### config.mk
export PLATFORM = sky130hd
export DESIGN_NAME = irq_dispatch
export DESIGN_NICKNAME = d
export VERILOG_FILES = /design/src/rtl/irq_pkg.sv /design/src/rtl/irq_prio_sel.sv /design/src/rtl/irq_regs.sv /design/src/rtl/irq_dispatch.sv
export SDC_FILE = /design/constraint.sdc
export NUM_CORES = 1
export LEC_CHECK = 0
export CAP_MARGIN = 20
export CORE_AREA = 2 2 65 49
export DETAILED_ROUTE_END_ITERATION = 7
export DIE_AREA = 0 0 67 51
export PLACE_DENSITY = 0.75
export SYNTH_ARGS = -nofsm -noshare
export SYNTH_HDL_FRONTEND = slang
export SYNTH_SLANG_ARGS = --single-unit
### constraint.sdc
create_clock -name clk_i -period 2.05 [get_ports clk_i]
set_input_delay 0.5125 -clock clk_i [delete_from_list [all_inputs] [get_ports clk_i]]
set_output_delay 0.5125 -clock clk_i [all_outputs]
set_load 0.005 [all_outputs]
### src/rtl/irq_pkg.sv
package irq_pkg;
  localparam int unsigned IRQ_N     = 5;
  localparam logic [7:0]  VEC_BASE  = 8'h40;
  localparam logic [7:0]  VEC_STEP  = 8'h08;
  localparam logic [15:0] REQ_ADDR  = 16'hFF0F;
  localparam logic [15:0] EN_ADDR   = 16'hFFFF;

  function automatic logic [7:0] vec_of(input logic [7:0] idx);
    return VEC_BASE + idx * VEC_STEP;
  endfunction
endpackage

### src/rtl/irq_prio_sel.sv
module irq_prio_sel #(
  parameter int unsigned N     = 5,
  localparam int unsigned IW   = (N > 1) ? $clog2(N) : 1
) (
  input  logic [N-1:0]  pend_i,
  output logic [N-1:0]  grant_o,
  output logic [IW-1:0] idx_o
);
  // fixed priority: lowest index wins
  for (genvar i = 0; i < N; i++) begin : g_grant
    if (i == 0) begin : g_top
      assign grant_o[i] = pend_i[i];
    end else begin : g_rest
      assign grant_o[i] = pend_i[i] & ~(|pend_i[i-1:0]);
    end
  end

  always_comb begin
    idx_o = '0;
    for (int i = N - 1; i >= 0; i--) begin
      if (pend_i[i]) idx_o = IW'(i);
    end
  end
endmodule

### src/rtl/irq_regs.sv
module irq_regs #(
  parameter int unsigned N        = 5,
  parameter logic [15:0] REQ_ADDR = 16'hFF0F,
  parameter logic [15:0] EN_ADDR  = 16'hFFFF,
  localparam int unsigned PAD     = 8 - N
) (
  input  logic         clk_i,
  input  logic         rst_ni,
  input  logic         we_i,
  input  logic [15:0]  addr_i,
  input  logic [7:0]   wdata_i,
  input  logic [N-1:0] set_i,
  input  logic [N-1:0] clr_i,
  output logic [N-1:0] req_o,
  output logic [N-1:0] en_o,
  output logic [7:0]   rdata_o
);
  logic [N-1:0] req_q, req_d, en_q, en_d;
  logic         req_hit, en_hit;

  assign req_hit = we_i && (addr_i == REQ_ADDR);
  assign en_hit  = we_i && (addr_i == EN_ADDR);

  // pulses are ORed last so a same-cycle set beats the dispatch clear
  always_comb begin
    req_d = req_hit ? wdata_i[N-1:0] : (req_q & ~clr_i);
    req_d = req_d | set_i;
    en_d  = en_hit ? wdata_i[N-1:0] : en_q;
  end

  always_ff @(posedge clk_i or negedge rst_ni) begin
    if (!rst_ni) begin
      req_q <= '0;
      en_q  <= '0;
    end else begin
      req_q <= req_d;
      en_q  <= en_d;
    end
  end

  always_comb begin
    if (addr_i == REQ_ADDR)     rdata_o = {{PAD{1'b1}}, req_q};
    else if (addr_i == EN_ADDR) rdata_o = {{PAD{1'b0}}, en_q};
    else                        rdata_o = 8'h00;
  end

  assign req_o = req_q;
  assign en_o  = en_q;
endmodule

### src/rtl/irq_dispatch.sv
module irq_dispatch
  import irq_pkg::*;
(
  input  logic              clk_i,
  input  logic              rst_ni,
  input  logic [IRQ_N-1:0]  req_set_i,
  input  logic              ime_set_i,
  input  logic              ime_clr_i,
  input  logic              reg_we_i,
  input  logic [15:0]       reg_addr_i,
  input  logic [7:0]        reg_wdata_i,
  output logic [7:0]        reg_rdata_o,
  output logic              ime_o,
  output logic              wake_o,
  output logic              dispatch_o,
  output logic [7:0]        vector_o
);
  localparam int unsigned IW = (IRQ_N > 1) ? $clog2(IRQ_N) : 1;

  logic [IRQ_N-1:0] req, en, pend, grant, clr;
  logic [IW-1:0]    idx;
  logic             ime_q, fire, disp_q;
  logic [7:0]       vec_q;

  irq_regs #(.N(IRQ_N), .REQ_ADDR(REQ_ADDR), .EN_ADDR(EN_ADDR)) i_regs (
    .clk_i   (clk_i),
    .rst_ni  (rst_ni),
    .we_i    (reg_we_i),
    .addr_i  (reg_addr_i),
    .wdata_i (reg_wdata_i),
    .set_i   (req_set_i),
    .clr_i   (clr),
    .req_o   (req),
    .en_o    (en),
    .rdata_o (reg_rdata_o)
  );

  assign pend = req & en;

  irq_prio_sel #(.N(IRQ_N)) i_sel (
    .pend_i  (pend),
    .grant_o (grant),
    .idx_o   (idx)
  );

  assign wake_o = |pend;
  assign fire   = ime_q & wake_o;
  assign clr    = fire ? grant : '0;

  always_ff @(posedge clk_i or negedge rst_ni) begin
    if (!rst_ni) begin
      ime_q  <= 1'b0;
      disp_q <= 1'b0;
      vec_q  <= '0;
    end else begin
      disp_q <= fire;
      if (fire) vec_q <= vec_of(8'(idx));
      if (fire || ime_clr_i) ime_q <= 1'b0;
      else if (ime_set_i)    ime_q <= 1'b1;
    end
  end

  assign ime_o      = ime_q;
  assign dispatch_o = disp_q;
  assign vector_o   = vec_q;
endmodule

# Word level (Yosys, flattened, before mapping)
# Cells that the tools add are included.
op_classes:
  addsub: 1
  eq_ne: 2
  mux: 11
  bitwise: 13
  n_reduce_logical: 8
op_table:
  columns: ["cell", "count"]
  rows:
  - ["16-bit equality test, second input constant", 2]
  - ["3-bit 2-to-1 mux", 5]
  - ["5-bit 2-to-1 mux", 3]
  - ["5-bit bitwise AND", 2]
  - ["7-bit by 6-bit adder with 8-bit output, first input constant", 1]
  - ["8-bit 2-to-1 mux", 1]
  - ["1-bit bitwise AND", 5]
  - ["5-bit inverter", 1]
  - ["5-bit bitwise OR", 1]
  - ["5-bit OR reduction", 1]
  - ["1-bit inverter", 4]
  - ["4-bit OR reduction", 1]
  - ["3-bit OR reduction", 1]
  - ["1-bit logical AND", 2]
  - ["1-bit 2-to-1 mux", 2]
  - ["2-bit nonzero test", 1]
  - ["2-bit OR reduction", 1]
  - ["1-bit logical OR", 1]
word_totals:
  reg_bits: 20
  inputBits: 34
  out_inout_bits: 19
  word_cells: 40

# Logic depth before layout (Yosys ltp)
logic_depth:
  ltp_word: 9
  depth_mapped: 4

# By module
# A second synthesis with hierarchy kept.
hier_totals:
  cells_unflattened: 92
  area_unflattened_um2: 998.5
by_module_without_submodules:
  columns: ["module", "n_inst", "cells_per_inst", "area_per_inst_um2", "seq_area_each_um2"]
  rows:
  - ["irq_regs", 1, 48, 574.3, 250.2]
  - ["irq_dispatch", 1, 32, 347.8, 150.1]
  - ["irq_prio_sel", 1, 12, 76.3, 0.0]

# Least setup slack after synthesis
# Ideal clock, no wire load.
synth_path:
  kind: "in2out"
  from: "input reg_addr_i[4]"
  to: "output reg_rdata_o[0]"
  arrival_time_ns: 1.723
  setup_slack_ns: -0.186
  path_stages: 3
  n_path_buf: 0
  path_cell_list: "or4_4 -> nor4_4 -> a22o_1"
synth_between:
  elab_chain_len: 3
  word_cells_on_any_way: 4
  cone_classes: "eq/ne: 2; mux: 2"
synth_rtl:
  columns: ["element", "line", "text"]
  rows:
  - ["start: declaration", "irq_dispatch.sv:10", "input logic [15:0] reg_addr_i,"]
  - ["16-bit equality test", "irq_regs.sv:43", "else if (addr_i == EN_ADDR) rdata_o = {{PAD{1'b0}}, en_q};"]
  - ["5-bit 2-to-1 mux", "irq_regs.sv:43", null]
  - ["8-bit 2-to-1 mux *", "irq_regs.sv:42", "if (addr_i == REQ_ADDR) rdata_o = {{PAD{1'b1}}, req_q};"]
  - ["end: declaration", "irq_dispatch.sv:12", "output logic [7:0] reg_rdata_o,"]
# Mark *: on every way between the ends. The rest lies on a longest branch, timed or not.

# Worst setup path after layout
layout_path:
  from: "input reg_addr_i[6]"
  to: "output reg_rdata_o[1]"
# Same word-level chain as after synthesis.

==> summary.txt <==
Placed design
  • PortBufs: 45
  • Placed inst area: 1470 sq um
  • DP HPWL: 2180 microns
  • RePlAce Congestion: 0.847

Clocking
  • Root Buffer: clkbuf_8
  • Clock Path Buffers: 2
  • Clk_lat worst skew: 0.25 ns
  • Cts hold-fix bufs: 0
  • CTS tree: built
  • Clk sinks: 16
  • Total CTS buffers: 3
  • Clk pin slew, worst setup/hold paths: 0.06 ns
  • H-tree levels: 1

Floorplan
  • Die Width: 67 microns
  • DIE AREA: 3420 sq um
  • Initial Util: 30.5%
  • I/O Pins: 53
  • # rows: 17
  • Die height: 51 microns
  • Core area: 2890 sq um

Synth
  • Yosys warns: 0
  • Syn Inst Count: 86
  • Sequential share of the synthesized area: 45.4%
  • Seq cells post-synth: 16
  • Synth cell types: 26
  • Synth Cell Area: 882 sq um
  • Average instance area after synthesis: 10.3 sq um

STA
  • Slew Viols, Final: 0
  • RSZ-0062 raised after global routing: yes
  • Peak Freq: 420 MHz
  • Crit share post-route: 116%
  • Final setup viols: 8
  • Tmin final: 2.38 ns
  • Clock Skew: 0.00237 ns
  • PnR worst setup slack: -0.330 ns
  • Final Hold Fails: 0

Worst setup path
  • Largest fanout on the critical path: 5
  • WP data arrival: 1.87 ns
  • Reg2reg setup slack: 0.53 ns
  • CP Launch Type: primary input
  • R2R Path Start: i_regs.en_o[2]$_DFFE_PN0P_
  • Crit path required time: 1.54 ns
  • CP endpoint kind: output port
  • Crit Reg-Reg Endpoint: vector_o[3]$_DFFE_PN0P_
  • CP Class: in -> out
  • R2r worst-path depth: 4

Status
  • Failing checks: setup timing
  • Status: complete, but fails checks

GRT
  • Initial antenna violation count: 0
  • Grt ovf: 0
  • Largest net degree at the start of global routing: 17
  • Global-route wire length before repair: 4590 microns
  • Global Route Usage Sum: 18.7%
  • Vias in the first global route: 1021

Cells and area
  • Layout cells sized above 1: 35.4%
  • Area grow syn2layout: 78.6%
  • Commonest cells after routing, fill and taps aside: buf_4, clkdlybuf4s50_1, dfrtp_1
  • Ant diodes: 0
  • Fin area: 1580 sq um
  • Commonest non-fill, non-tap cell in the layout: buf_4
  • Fin nets: 193
  • Final Util: 54.5%

Pwr
  • Comb power frac: 12.9%
  • Clk pwr share: 40.1%
  • LEAKAGE: 0.781 nW
  • Sequential share of power: 47.0%
  • Internal power: 0.544 mW
  • Sw Ratio: 20.3%
  • Sw power: 0.139 mW
  • PD cells: 433 nW/um^2
  • Max IR drop VDD: 0.394 mV

Route
  • WL/cell: 14.6 microns
  • DRC viols: 0
  • Vias: 959
  • Vias per cell: 4.89
  • Detail Route Antenna Nets: 0
  • Initial DRC count: 33
  • Total wire length: 2850 microns
  • Drt pass-1 iters: 4

Min path
  • Tightest Hold Check Type: reg -> reg
  • Endpoint of the worst hold path: vector_o[6]$_DFFE_PN0P_
  • Hold Path Stages: 1
  • Hold_sp: vector_o[6]$_DFFE_PN0P_

Job
  • Max-cap violations: 0
final cells by class:
class	count	area, sq um
fill	272	1320
tap	38	47.5
multi-input combinational	62	439
timing repair buffer	71	614
inverter	5	18.8
sequential	16	400
clock buffer	4	55.1
cells in the mapped netlist, drive strengths merged:
master / n / area share [%]
o21ai: 8 / 4.5
conb: 1 / 0.43
o32ai: 1 / 0.99
a21oi: 2 / 1.1
nand2: 11 / 4.7
buf: 6 / 5.1
a211o: 1 / 0.99
nand4: 4 / 2.8
and2: 1 / 0.85
a31oi: 4 / 2.8
or4: 1 / 1.3
nor3: 2 / 2.4
nor2: 1 / 0.43
or2: 1 / 0.71
a22o: 5 / 5.0
a222oi: 1 / 1.1
a22oi: 2 / 1.7
a21boi: 1 / 0.85
dfrtp: 16 / 45
a221oi: 1 / 1.7
and3b: 1 / 1.1
nor4: 1 / 2.4
nand3: 3 / 1.7
inv: 5 / 2.1
mux2: 6 / 7.7
layer usage:
layer  track usage (%)  vias up  share of wire, %
met4              8.50        0               2.2
met5                 0        -                 0
met3              3.74        7               3.6
li1                  -      464                 -
met1              22.1      464                44
met2              32.5       24                50
repair_timing:
| action | CTS | global route |
|---|---|---|
| endpoints found under the setup margin | 14 | 13 |
| pin swaps | 16 | 7 |
| endpoints found under the hold margin | 0 | 0 |
| gates resized for setup | 68 | 3 |
| setup buffers | 11 | 1 |
through the flow:
stage / cells / total power [mW] / hold slack, ns / setup WS [ns] / TNS, ns
2_1_floorplan: 89 / 0.348 / 0.217 / -0.0677 / -0.400
3_3_place_gp: 183 / 0.419 / 0.464 / -0.912 / -9.29
3_5_place_dp: 183 / 0.421 / 0.468 / -0.939 / -9.84
4_1_cts: 198 / 0.691 / 0.483 / -0.347 / -2.26
5_1_grt: 196 / 0.721 / 0.492 / -0.348 / -2.18
6_report: 196 / 0.682 / 0.478 / -0.330 / -1.93
power by group through the flow:
| stage | logic (mW) | clock network (mW) | registers [mW] |
|---|---|---|---|
| floorplan | 0.0218 | 0 | 0.326 |
| global placement | 0.0925 | 0 | 0.326 |
| detailed placement | 0.0949 | 0 | 0.326 |
| CTS | 0.0894 | 0.282 | 0.321 |
| global route | 0.0965 | 0.304 | 0.321 |
| finish | 0.0880 | 0.274 | 0.321 |
how the worst max path moves through the flow:
stage | slack (ns) | start | to
final | -0.33 | reg_addr_i[6] | reg_rdata_o[1]
after global routing | -0.35 | reg_addr_i[6] | reg_rdata_o[2]
after CTS | -0.35 | reg_addr_i[6] | reg_rdata_o[4]
after detailed placement | -0.94 | reg_addr_i[4] | reg_rdata_o[2]
after global placement | -0.91 | reg_addr_i[4] | reg_rdata_o[4]
after floorplan | -0.07 | reg_addr_i[4] | reg_rdata_o[0]
cell families after synthesis:
group / count (synthesis) / synth area share (%)
buf+inv: 11 / 7.23
simple gates: 26 / 18.4
other cells: 1 / 0.425
compound gates: 26 / 20.9
mux: 6 / 7.66
flops: 16 / 45.4
worst max-delay path, stage by stage:
cell and delay (ns):
buf_6 0.09, or4_4 0.55, buf_6 0.14, and3b_2 0.24
a22o_1 0.21, buf_2 0.12
flip-flops by register name (all words and copies together), names as in the netlist:
signal        count
i_regs.req_o      5
ime_o             1
vector_o          4
i_regs.en_o       5
dispatch_o        1
Note: power is estimated with default switching activity, not from simulation.
